$ cat src/rtl/refclk_pkg.sv
package refclk_pkg;
  // Register byte offsets (software decodes these)
  localparam int CTRL_OFS = 'h00;
  localparam int TRIM_OFS = 'h10;
  // Control word bit positions
  localparam int SEL_LSB  = 0;
  localparam int BUSY_BIT = 8;
  localparam int SWAP_BIT = 9;
  localparam int OE_BIT   = 12;
  localparam int RUN_BIT  = 15;
  localparam int N_LSB    = 16;
  // Trim word bit position
  localparam int M_LSB    = 23;
  // Default field widths
  localparam int DEF_N_W  = 15;
  localparam int DEF_M_W  = 9;

  typedef struct packed {
    logic [DEF_N_W-1:0] n;
    logic [DEF_M_W-1:0] m;
  } div_cfg_t;
endpackage

$ cat src/rtl/refclk_regs.sv
module refclk_regs
  import refclk_pkg::*;
#(
  parameter int ADDR_W = 5,
  parameter int SEL_W  = 4,
  parameter int N_W    = DEF_N_W,
  parameter int M_W    = DEF_M_W
) (
  input  logic              clk,
  input  logic              rst,
  input  logic              wr_en,
  input  logic [ADDR_W-1:0] wr_addr,
  input  logic [31:0]       wr_data,
  input  logic [ADDR_W-1:0] rd_addr,
  input  logic              busy,
  input  logic              load_ack,
  output logic [31:0]       rd_data,
  output logic [SEL_W-1:0]  sel_q,
  output logic              run_q,
  output logic              oe_q,
  output logic              swap_q,
  output logic [N_W-1:0]    stg_n,
  output logic [M_W-1:0]    stg_m
);
  localparam logic [ADDR_W-1:0] A_CTRL = ADDR_W'(CTRL_OFS);
  localparam logic [ADDR_W-1:0] A_TRIM = ADDR_W'(TRIM_OFS);

  logic wr_ctrl, wr_trim;
  logic [31:0] rd_v;

  assign wr_ctrl = wr_en && (wr_addr == A_CTRL);
  assign wr_trim = wr_en && (wr_addr == A_TRIM);

  always_ff @(posedge clk) begin
    if (rst) begin
      sel_q  <= '0;
      run_q  <= 1'b0;
      oe_q   <= 1'b0;
      swap_q <= 1'b0;
      stg_n  <= '0;
      stg_m  <= '0;
    end else begin
      swap_q <= (swap_q & ~load_ack) | (wr_ctrl & wr_data[SWAP_BIT]);
      if (wr_ctrl) begin
        run_q <= wr_data[RUN_BIT];
        oe_q  <= wr_data[OE_BIT];
        stg_n <= wr_data[N_LSB +: N_W];
        if (!busy) sel_q <= wr_data[SEL_LSB +: SEL_W];
      end
      if (wr_trim) stg_m <= wr_data[M_LSB +: M_W];
    end
  end

  always_comb begin
    rd_v = '0;
    if (rd_addr == A_CTRL) begin
      rd_v[SEL_LSB +: SEL_W] = sel_q;
      rd_v[BUSY_BIT]         = busy;
      rd_v[SWAP_BIT]         = swap_q;
      rd_v[OE_BIT]           = oe_q;
      rd_v[RUN_BIT]          = run_q;
      rd_v[N_LSB +: N_W]     = stg_n;
    end else if (rd_addr == A_TRIM) begin
      rd_v[M_LSB +: M_W]     = stg_m;
    end
  end

  always_ff @(posedge clk) begin
    if (rst) rd_data <= '0;
    else     rd_data <= rd_v;
  end
endmodule

$ cat src/rtl/refclk_src_sync.sv
module refclk_src_sync #(
  parameter int NUM_SRC = 16,
  parameter int SEL_W   = (NUM_SRC > 1) ? $clog2(NUM_SRC) : 1
) (
  input  logic               clk,
  input  logic               rst,
  input  logic [NUM_SRC-1:0] src_clk,
  input  logic [SEL_W-1:0]   sel,
  output logic               lvl,
  output logic               rise
);
  logic [NUM_SRC-1:0] meta_q, sync_q;
  logic lvl_q, prev_q;

  for (genvar i = 0; i < NUM_SRC; i++) begin : g_sync
    always_ff @(posedge clk) begin
      if (rst) begin
        meta_q[i] <= 1'b0;
        sync_q[i] <= 1'b0;
      end else begin
        meta_q[i] <= src_clk[i];
        sync_q[i] <= meta_q[i];
      end
    end
  end

  always_ff @(posedge clk) begin
    if (rst) begin
      lvl_q  <= 1'b0;
      prev_q <= 1'b0;
    end else begin
      lvl_q  <= sync_q[sel];
      prev_q <= lvl_q;
    end
  end

  assign lvl  = lvl_q;
  assign rise = lvl_q & ~prev_q;
endmodule

$ cat src/rtl/refclk_frac_core.sv
module refclk_frac_core #(
  parameter int N_W = 15,
  parameter int M_W = 9
) (
  input  logic           clk,
  input  logic           rst,
  input  logic           run,
  input  logic           swap,
  input  logic [N_W-1:0] stg_n,
  input  logic [M_W-1:0] stg_m,
  input  logic           lvl,
  input  logic           rise,
  output logic           gen_q,
  output logic           load_ack
);
  localparam int CW = N_W + 1;

  logic [N_W-1:0] run_n;
  logic [M_W-1:0] run_m, acc_q, acc_sum;
  logic [CW-1:0]  cnt_q, half_q;
  logic           carry, bypass;

  function automatic logic [CW-1:0] eff_n(input logic [N_W-1:0] n,
                                          input logic [M_W-1:0] m);
    if (n == '0 && m != '0) eff_n = CW'(1);
    else                    eff_n = {1'b0, n};
  endfunction

  assign bypass           = (run_n == '0) && (run_m == '0);
  assign {carry, acc_sum} = {1'b0, acc_q} + {1'b0, run_m};
  assign load_ack         = swap;

  always_ff @(posedge clk) begin
    if (rst) begin
      run_n <= '0;
      run_m <= '0;
      acc_q <= '0;
      cnt_q <= '0;
      half_q <= '0;
      gen_q <= 1'b0;
    end else if (swap) begin
      run_n  <= stg_n;
      run_m  <= stg_m;
      acc_q  <= '0;
      cnt_q  <= '0;
      half_q <= eff_n(stg_n, stg_m);
    end else if (bypass) begin
      gen_q <= run ? lvl : (gen_q & lvl);
    end else if (run || gen_q) begin
      if (rise) begin
        if (cnt_q + 1'b1 >= half_q) begin
          gen_q  <= ~gen_q;
          cnt_q  <= '0;
          acc_q  <= acc_sum;
          half_q <= eff_n(run_n, run_m) + CW'(carry);
        end else begin
          cnt_q <= cnt_q + 1'b1;
        end
      end
    end else begin
      cnt_q  <= '0;
      acc_q  <= '0;
      half_q <= eff_n(run_n, run_m);
    end
  end
endmodule

$ cat src/rtl/refclk_div.sv
module refclk_div
  import refclk_pkg::*;
#(
  parameter int NUM_SRC = 16,
  parameter int ADDR_W  = 5,
  parameter int N_W     = DEF_N_W,
  parameter int M_W     = DEF_M_W
) (
  input  logic               clk,
  input  logic               rst,
  input  logic [NUM_SRC-1:0] src_clk,
  input  logic               wr_en,
  input  logic [ADDR_W-1:0]  wr_addr,
  input  logic [31:0]        wr_data,
  input  logic [ADDR_W-1:0]  rd_addr,
  output logic [31:0]        rd_data,
  output logic               ref_out
);
  localparam int SEL_W = (NUM_SRC > 1) ? $clog2(NUM_SRC) : 1;

  logic [SEL_W-1:0] sel_q;
  logic             run_q, oe_q, swap_q, gen_q, load_ack, busy;
  logic [N_W-1:0]   stg_n;
  logic [M_W-1:0]   stg_m;
  logic             lvl, rise;

  assign busy = run_q | gen_q;

  refclk_regs #(.ADDR_W(ADDR_W), .SEL_W(SEL_W), .N_W(N_W), .M_W(M_W)) regs_i (
    .clk(clk), .rst(rst), .wr_en(wr_en), .wr_addr(wr_addr), .wr_data(wr_data),
    .rd_addr(rd_addr), .busy(busy), .load_ack(load_ack), .rd_data(rd_data),
    .sel_q(sel_q), .run_q(run_q), .oe_q(oe_q), .swap_q(swap_q),
    .stg_n(stg_n), .stg_m(stg_m)
  );

  refclk_src_sync #(.NUM_SRC(NUM_SRC), .SEL_W(SEL_W)) sync_i (
    .clk(clk), .rst(rst), .src_clk(src_clk), .sel(sel_q),
    .lvl(lvl), .rise(rise)
  );

  refclk_frac_core #(.N_W(N_W), .M_W(M_W)) core_i (
    .clk(clk), .rst(rst), .run(run_q), .swap(swap_q), .stg_n(stg_n),
    .stg_m(stg_m), .lvl(lvl), .rise(rise), .gen_q(gen_q), .load_ack(load_ack)
  );

  always_ff @(posedge clk) begin
    if (rst) ref_out <= 1'b0;
    else     ref_out <= gen_q & oe_q;
  end
endmodule

$ cat config.mk
export PLATFORM = sky130hd
export DESIGN_NAME = refclk_div
export DESIGN_NICKNAME = d
export VERILOG_FILES = /design/src/rtl/refclk_pkg.sv /design/src/rtl/refclk_regs.sv /design/src/rtl/refclk_src_sync.sv /design/src/rtl/refclk_frac_core.sv /design/src/rtl/refclk_div.sv
export SDC_FILE = /design/constraint.sdc
export NUM_CORES = 1
export LEC_CHECK = 0
export CAP_MARGIN = 20
export CORE_MARGIN = 5
export CORE_UTILIZATION = 46
export DETAILED_ROUTE_END_ITERATION = 6
export GPL_TIMING_DRIVEN = 0
export PLACE_DENSITY_LB_ADDON = 0.25
export SLEW_MARGIN = 10
export SYNTH_ARGS = -nofsm -noshare
export SYNTH_HDL_FRONTEND = slang
export SYNTH_HIERARCHICAL = 1
export SYNTH_SLANG_ARGS = --single-unit
$ cat constraint.sdc
create_clock -name clk -period 3.4 [get_ports clk]
set_clock_uncertainty 0.05 [all_clocks]
set_input_delay 0.34 -clock clk [delete_from_list [all_inputs] [get_ports clk]]
set_output_delay 0.34 -clock clk [all_outputs]
set_load 0.005 [all_outputs]
After elaboration in Yosys (flattened, before gate mapping)
Index checks and enable logic that the tools add are counted.

operators by class
  $add $sub $neg = 3
  $lt $le $gt $ge = 2
  equality and inequality tests = 7
  muxes and demuxes = 28
  bitwise gates (word level) = 12
  reduce and logical (&&, ||, !) cells = 24

operator list
  kind                                                                  number
  16-bit two-way mux                                                    14
  9-bit two-way mux                                                     4
  15-bit zero test                                                      2
  15-bit two-way mux                                                    2
  9-bit nonzero test                                                    2
  16-bit by 1-bit adder with 16-bit output                              1
  16-bit by 1-bit adder with 16-bit output, second input constant       1
  16-bit >= comparator                                                  1
  9-bit by 9-bit adder with 10-bit output                               1
  5-bit == test, second input constant                                  2
  5-bit zero test                                                       2
  9-bit zero test                                                       1
  8-bit two-way mux                                                     1
  1-bit NOT                                                             7
  1-bit two-way mux                                                     6
  3-bit AND reduction                                                   2
  2-bit nonzero test                                                    3
  1-bit logical AND                                                     5
  4-bit by 5-bit < comparator with 1-bit output, second input constant  1
  1-bit AND                                                             4
  1-bit binary-select mux with 4-bit select                             1
  2-bit inequality test, second input constant                          2
  2-bit AND reduction                                                   2
  4-bit AND reduction                                                   1
  other kinds (7)                                                       8

storage, ports and cells
  bits in registers = 164
  output and inout bits = 33
  word-level logic and storage cells = 127

Logic depth before layout (Yosys ltp)
  depth in word-level cells = 15
  mapped depth = 16
  mapped depth without buffers = 16

Modules after synthesis
Netlist, hierarchy kept.

modules (own cells, without submodules)
  module            instances  cells an instance  area each (um^2)
  refclk_frac_core  1          472                3,915.0
  refclk_regs       1          196                2,112.0
  refclk_src_sync   1          86                 1,053.5
  refclk_div        1          3                  36.3

Worst setup path after synthesis
OpenSTA, ideal clock, no wires.

  path type = reg-to-reg
  start = reg core_i.cnt_q[2]
  end = reg core_i.acc_q[7]
  setup time = 0.070 ns
  data arrival time = 3.112 ns
  setup slack = 0.167 ns
  cell stages (with the launch flop) = 16
  clock period less this slack = 3.233 ns
  cells stage by stage = dfxtp_1 -> and3_1 -> nand3_2 -> nor3_1 -> and3_1 -> nand3_1 -> xnor2_1 -> ha_1 -> a21oi_1 -> o21ai_1 -> a2111oi_4 -> a31oi_1 -> o21ai_4 -> buf_4 -> nand2_1 -> a21oi_1

on the way
  cells in the longest elaborated chain, start to end = 4

RTL lines
  what                                      RTL line                RTL
  start, declared                           refclk_frac_core.sv:20  logic [CW-1:0] cnt_q, half_q;
  start signal, assigned                    refclk_frac_core.sv:57  cnt_q <= cnt_q + 1'b1;
  16-bit by 1-bit adder with 16-bit output  refclk_frac_core.sv:51  if (cnt_q + 1'b1 >= half_q) begin
  16-bit >= comparator                      refclk_frac_core.sv:51
  2-bit inequality test (no line)           --
  3-bit AND reduction (no line)             --
  end signal, assigned                      refclk_frac_core.sv:54  acc_q <= acc_sum;
  end, declared                             refclk_frac_core.sv:19  logic [M_W-1:0] run_m, acc_q, acc_sum;

Every way passes these cells.
A chain may end at the register's enable or synchronous reset.

Final worst setup path
  start = reg core_i.cnt_q[0]
  end = reg core_i.half_q[3]

on the way
  cells in the longest elaborated chain, start to end = 4

RTL lines
  what                                      RTL line                RTL
  16-bit by 1-bit adder with 16-bit output  refclk_frac_core.sv:51
  16-bit >= comparator                      refclk_frac_core.sv:51
  3-bit inequality test (no line)           --
  3-bit AND reduction (no line)             --
  end signal, assigned                      refclk_frac_core.sv:46  half_q <= eff_n(stg_n, stg_m);
  end signal, assigned                      refclk_frac_core.sv:55  half_q <= eff_n(run_n, run_m) + CW'(carry);
  end signal, assigned                      refclk_frac_core.sv:63  half_q <= eff_n(run_n, run_m);
  end, declared                             refclk_frac_core.sv:20

Every way passes these cells.

==> results_dict.tcl <==
set metrics [dict create \
    crit_fanout 5 \
    numPortBuffers 76 \
    numClockSinks 156 \
    grt_setup_unrepaired "true" \
    antenna_found_initial 0 \
    synth_top_area_share_pct 43.9 \
    clk_latency_ns 0.43 \
    grt_max_degree 18 \
    hpwl_um 12300 \
    critical_path.reg2reg.startpoint "core_i/cnt_q[0]" \
    worst_pin_slew_ns 0.731 \
    h-tree-depth 4 \
    cp_top_family "compound AO/OA/AOI/OAI gates" \
    synthTopCellsByArea "dfxtp_1, mux2i_1, ha_1" \
    cap_violations 0 \
    async_flop_share_pct 0 \
    utilization_pct 59.5 \
    postRouteAntennaNets 0 \
    cts_tree "done" \
    worstHoldPathType "reg2reg" \
    yosysWarningCount 6 \
    status "finished clean" \
    via_count 5570 \
    drive_above_1_share_pct 14.3 \
    viasPerCell 5.19 \
    peakVddDrop_v 0.000363 \
    min-delay-start "sync_i/meta_q[14]" \
    slowest_delay_ns 0.37 \
    cts_buffers 17 \
    setup_viol 0 \
    p_leak_uw 0.00347 \
    grt_pass1_vias 5581 \
    synth_cells 757 \
    syn_avg_cell_area_um2 9.40 \
    drcViolationCount 0 \
    antennaDiodeCount 0 \
    startpoint_type "flop" \
    slew_violations 0 \
    cp_slowest_cell "a2111oi_4" \
    fp.dieW_um 134 \
    cp.arrival_ns 3.64 \
    grt_pass1_wl_um 27700 \
    fmax_ghz 0.299 \
    whs_ns 0.387 \
    die_y_um 134 \
    io_pins 94 \
    syn_area_um2 7120 \
    nets 963 \
    ys_seq_area_share_pct 43.9 \
    slew_headroom_pct 51.1 \
    synth_cell_type_count 61 \
    grtUsageTotal_pct 19.2 \
    clockRootBuffer "clkbuf_16" \
    path_cells "and3_4 -> nand3_4 -> nor3_4 -> and3_4 -> nand3_2 -> xnor2_1 -> ha_1 -> a21oi_2 -> o21ai_4 -> a2111oi_4 -> a31oi_4 -> o21ai_4 -> buf_6 -> a21oi_1 -> o22ai_1" \
    ys.flop_type "dfxtp_1" \
    drt_wl_total_um 17000 \
    ys_seq_elements 156 \
    hold_viol 0 \
    fillers 1299 \
    synth_edf_count 0 \
    die_area_um2 18100 \
    p_per_area_nw_per_um2 434 \
    grt_remaining_overflow 0 \
    rows 45 \
    area.growth.synth_to_final_pct 27.1 \
    path_buf_inv 1 \
    core_area_um2 15200 \
    drt_iter0_markers 347 \
    cp-end-kind "flop" \
    clockBufferDepth 2 \
    start_util_pct 46.8 \
    wire_per_inst_um 15.8 \
    yosys.area.top_type "dfxtp_1" \
    cts.clk_slew.worst_paths_ns 0.06 \
    period_share_pct 98.2 \
    gp_congestion 0.903 \
    period_needed_ns 3.34 \
    path_class "reg2reg" \
    drtPass1Iterations 4 \
    crit_required_ns 3.70 \
    crit_path_start "core_i/cnt_q[0]" \
]
layout by cell type, fill, tap and decap left out, drive strengths merged, types with 12 or more instances in the layout:
cell           instances
dfxtp                156
clkdlybuf4s50         76
nand2                 69
nor2                  52
mux2i                 43
buf                   42
nand2b                39
a21oi                 39
nor2b                 36
clkbuf                34
xor2                  31
inv                   29
ha                    28
nand3                 25
o21ai                 24
and2                  18
xnor2                 17
nand4b                14
nor3                  13
o22ai                 12
final cells by class:
class                   instances  area (µm²)  share of cell area [%]
well taps                     188         235                    2.60
plain buffers                  45         270                    2.99
repair buffers                 90         877                    9.70
clock buffers                  17         425                    4.70
clock inverters                15         168                    1.85
flip-flops and latches        156        3140                    34.7
inverters                      19        71.3                   0.788
multi-input cells             544        3860                    42.7
synthesized netlist by cell type (3+ instances only):
cell type,n
a21o_1,3
a21oi_1,39
a22o_1,8
a31oi_1,3
and2_1,18
and3_1,8
and4_1,3
buf_2,9
buf_4,12
buf_6,4
clkbuf_1,17
dfxtp_1,156
ha_1,28
inv_1,19
mux2i_1,43
nand2_1,68
nand2b_1,39
nand3_1,24
nand4_1,8
nand4b_1,14
nor2_1,52
nor2b_1,36
nor3_1,11
nor4_1,8
o2111ai_1,3
o21ai_0,7
o21ai_1,16
o22ai_1,12
or2_2,3
xnor2_1,17
xor2_1,31
worst reg2reg max path, cell delays in order, from the launching register on:
cell and delay, ns:
dfxtp_4 0.36, and3_4 0.21, nand3_4 0.10, nor3_4 0.23, and3_4 0.24, nand3_2 0.08, xnor2_1 0.14, ha_1 0.33
a21oi_2 0.20, o21ai_4 0.10, a2111oi_4 0.37, a31oi_4 0.16, o21ai_4 0.31, buf_6 0.16, a21oi_1 0.07, o22ai_1 0.14
routing by layer:
metal	wire length (µm)	up-vias	part of all wire, %	global-route usage [%]
li1	-	2836	-	-
met1	7740	2591	46	24.3
met2	8270	126	49	32.8
met3	718	17	4.2	4.61
met4	250	0	1.5	5.54
met5	0	-	0	0
repair_timing:
action	in CTS	in global routing
setup buffers	4	9
pin swaps	6	14
hold buffers	0	0
gates resized for setup	18	34
setup endpoints to repair	42	42
gates cloned	0	1
per-stage QoR:
| stage | cell area, µm² | total power (µW) | setup TNS, ns | setup WS, ns | std cells |
|---|---|---|---|---|---|
| global placement | 8140 | 2070 | -13.47 | -0.409 | 1028 |
| floorplan | 7140 | 1980 | 0 | 0.167 | 764 |
| finish | 9040 | 3930 | 0 | 0.0605 | 1074 |
| global route | 9040 | 4060 | -3.08 | -0.121 | 1074 |
| detailed placement | 8140 | 2070 | -13.21 | -0.406 | 1028 |
| CTS | 8850 | 3960 | 0 | 0.00546 | 1064 |
flip-flops by register name, indices dropped and copies added (netlist names), 4 cells and up:
name / count
regs_i/rd_data: 24
regs_i/stg_m: 9
core_i/cnt_q: 16
sync_i/meta_q: 16
core_i/half_q: 16
core_i/run_n: 15
core_i/acc_q: 9
sync_i/sync_q: 16
regs_i/sel_q: 4
regs_i/stg_n: 15
core_i/run_m: 9
cell families (layout without fill, tap and decap cells):
| family | count (synthesis) | in the layout | synth area share, % |
|---|---|---|---|
| mux | 47 | 47 | 7.05 |
| buf+inv | 64 | 186 | 4.75 |
| simple gates | 304 | 304 | 23.2 |
| xor+xnor | 48 | 48 | 5.91 |
| compound gates | 108 | 108 | 9.97 |
| fa+ha+maj | 29 | 29 | 5.20 |
| flops | 156 | 156 | 43.9 |
| other cells | 1 | 8 | 0.0527 |
final timing paths:
path,to,slack (ns),cells past startpoint
worst max register to register,core_i/half_q[3],0.06,15
worst max-delay path,core_i/half_q[3],0.06,15
worst min-delay path,sync_i/sync_q[14],0.39,1
worst min register to register,sync_i/sync_q[14],0.39,1
power breakdown:
group / switching [µW] / internal (µW)
combinational: 77.4 / 99.1
sequential: 7.83 / 1850
clock: 846 / 1050
Note: power is estimated with default switching activity, not from simulation.
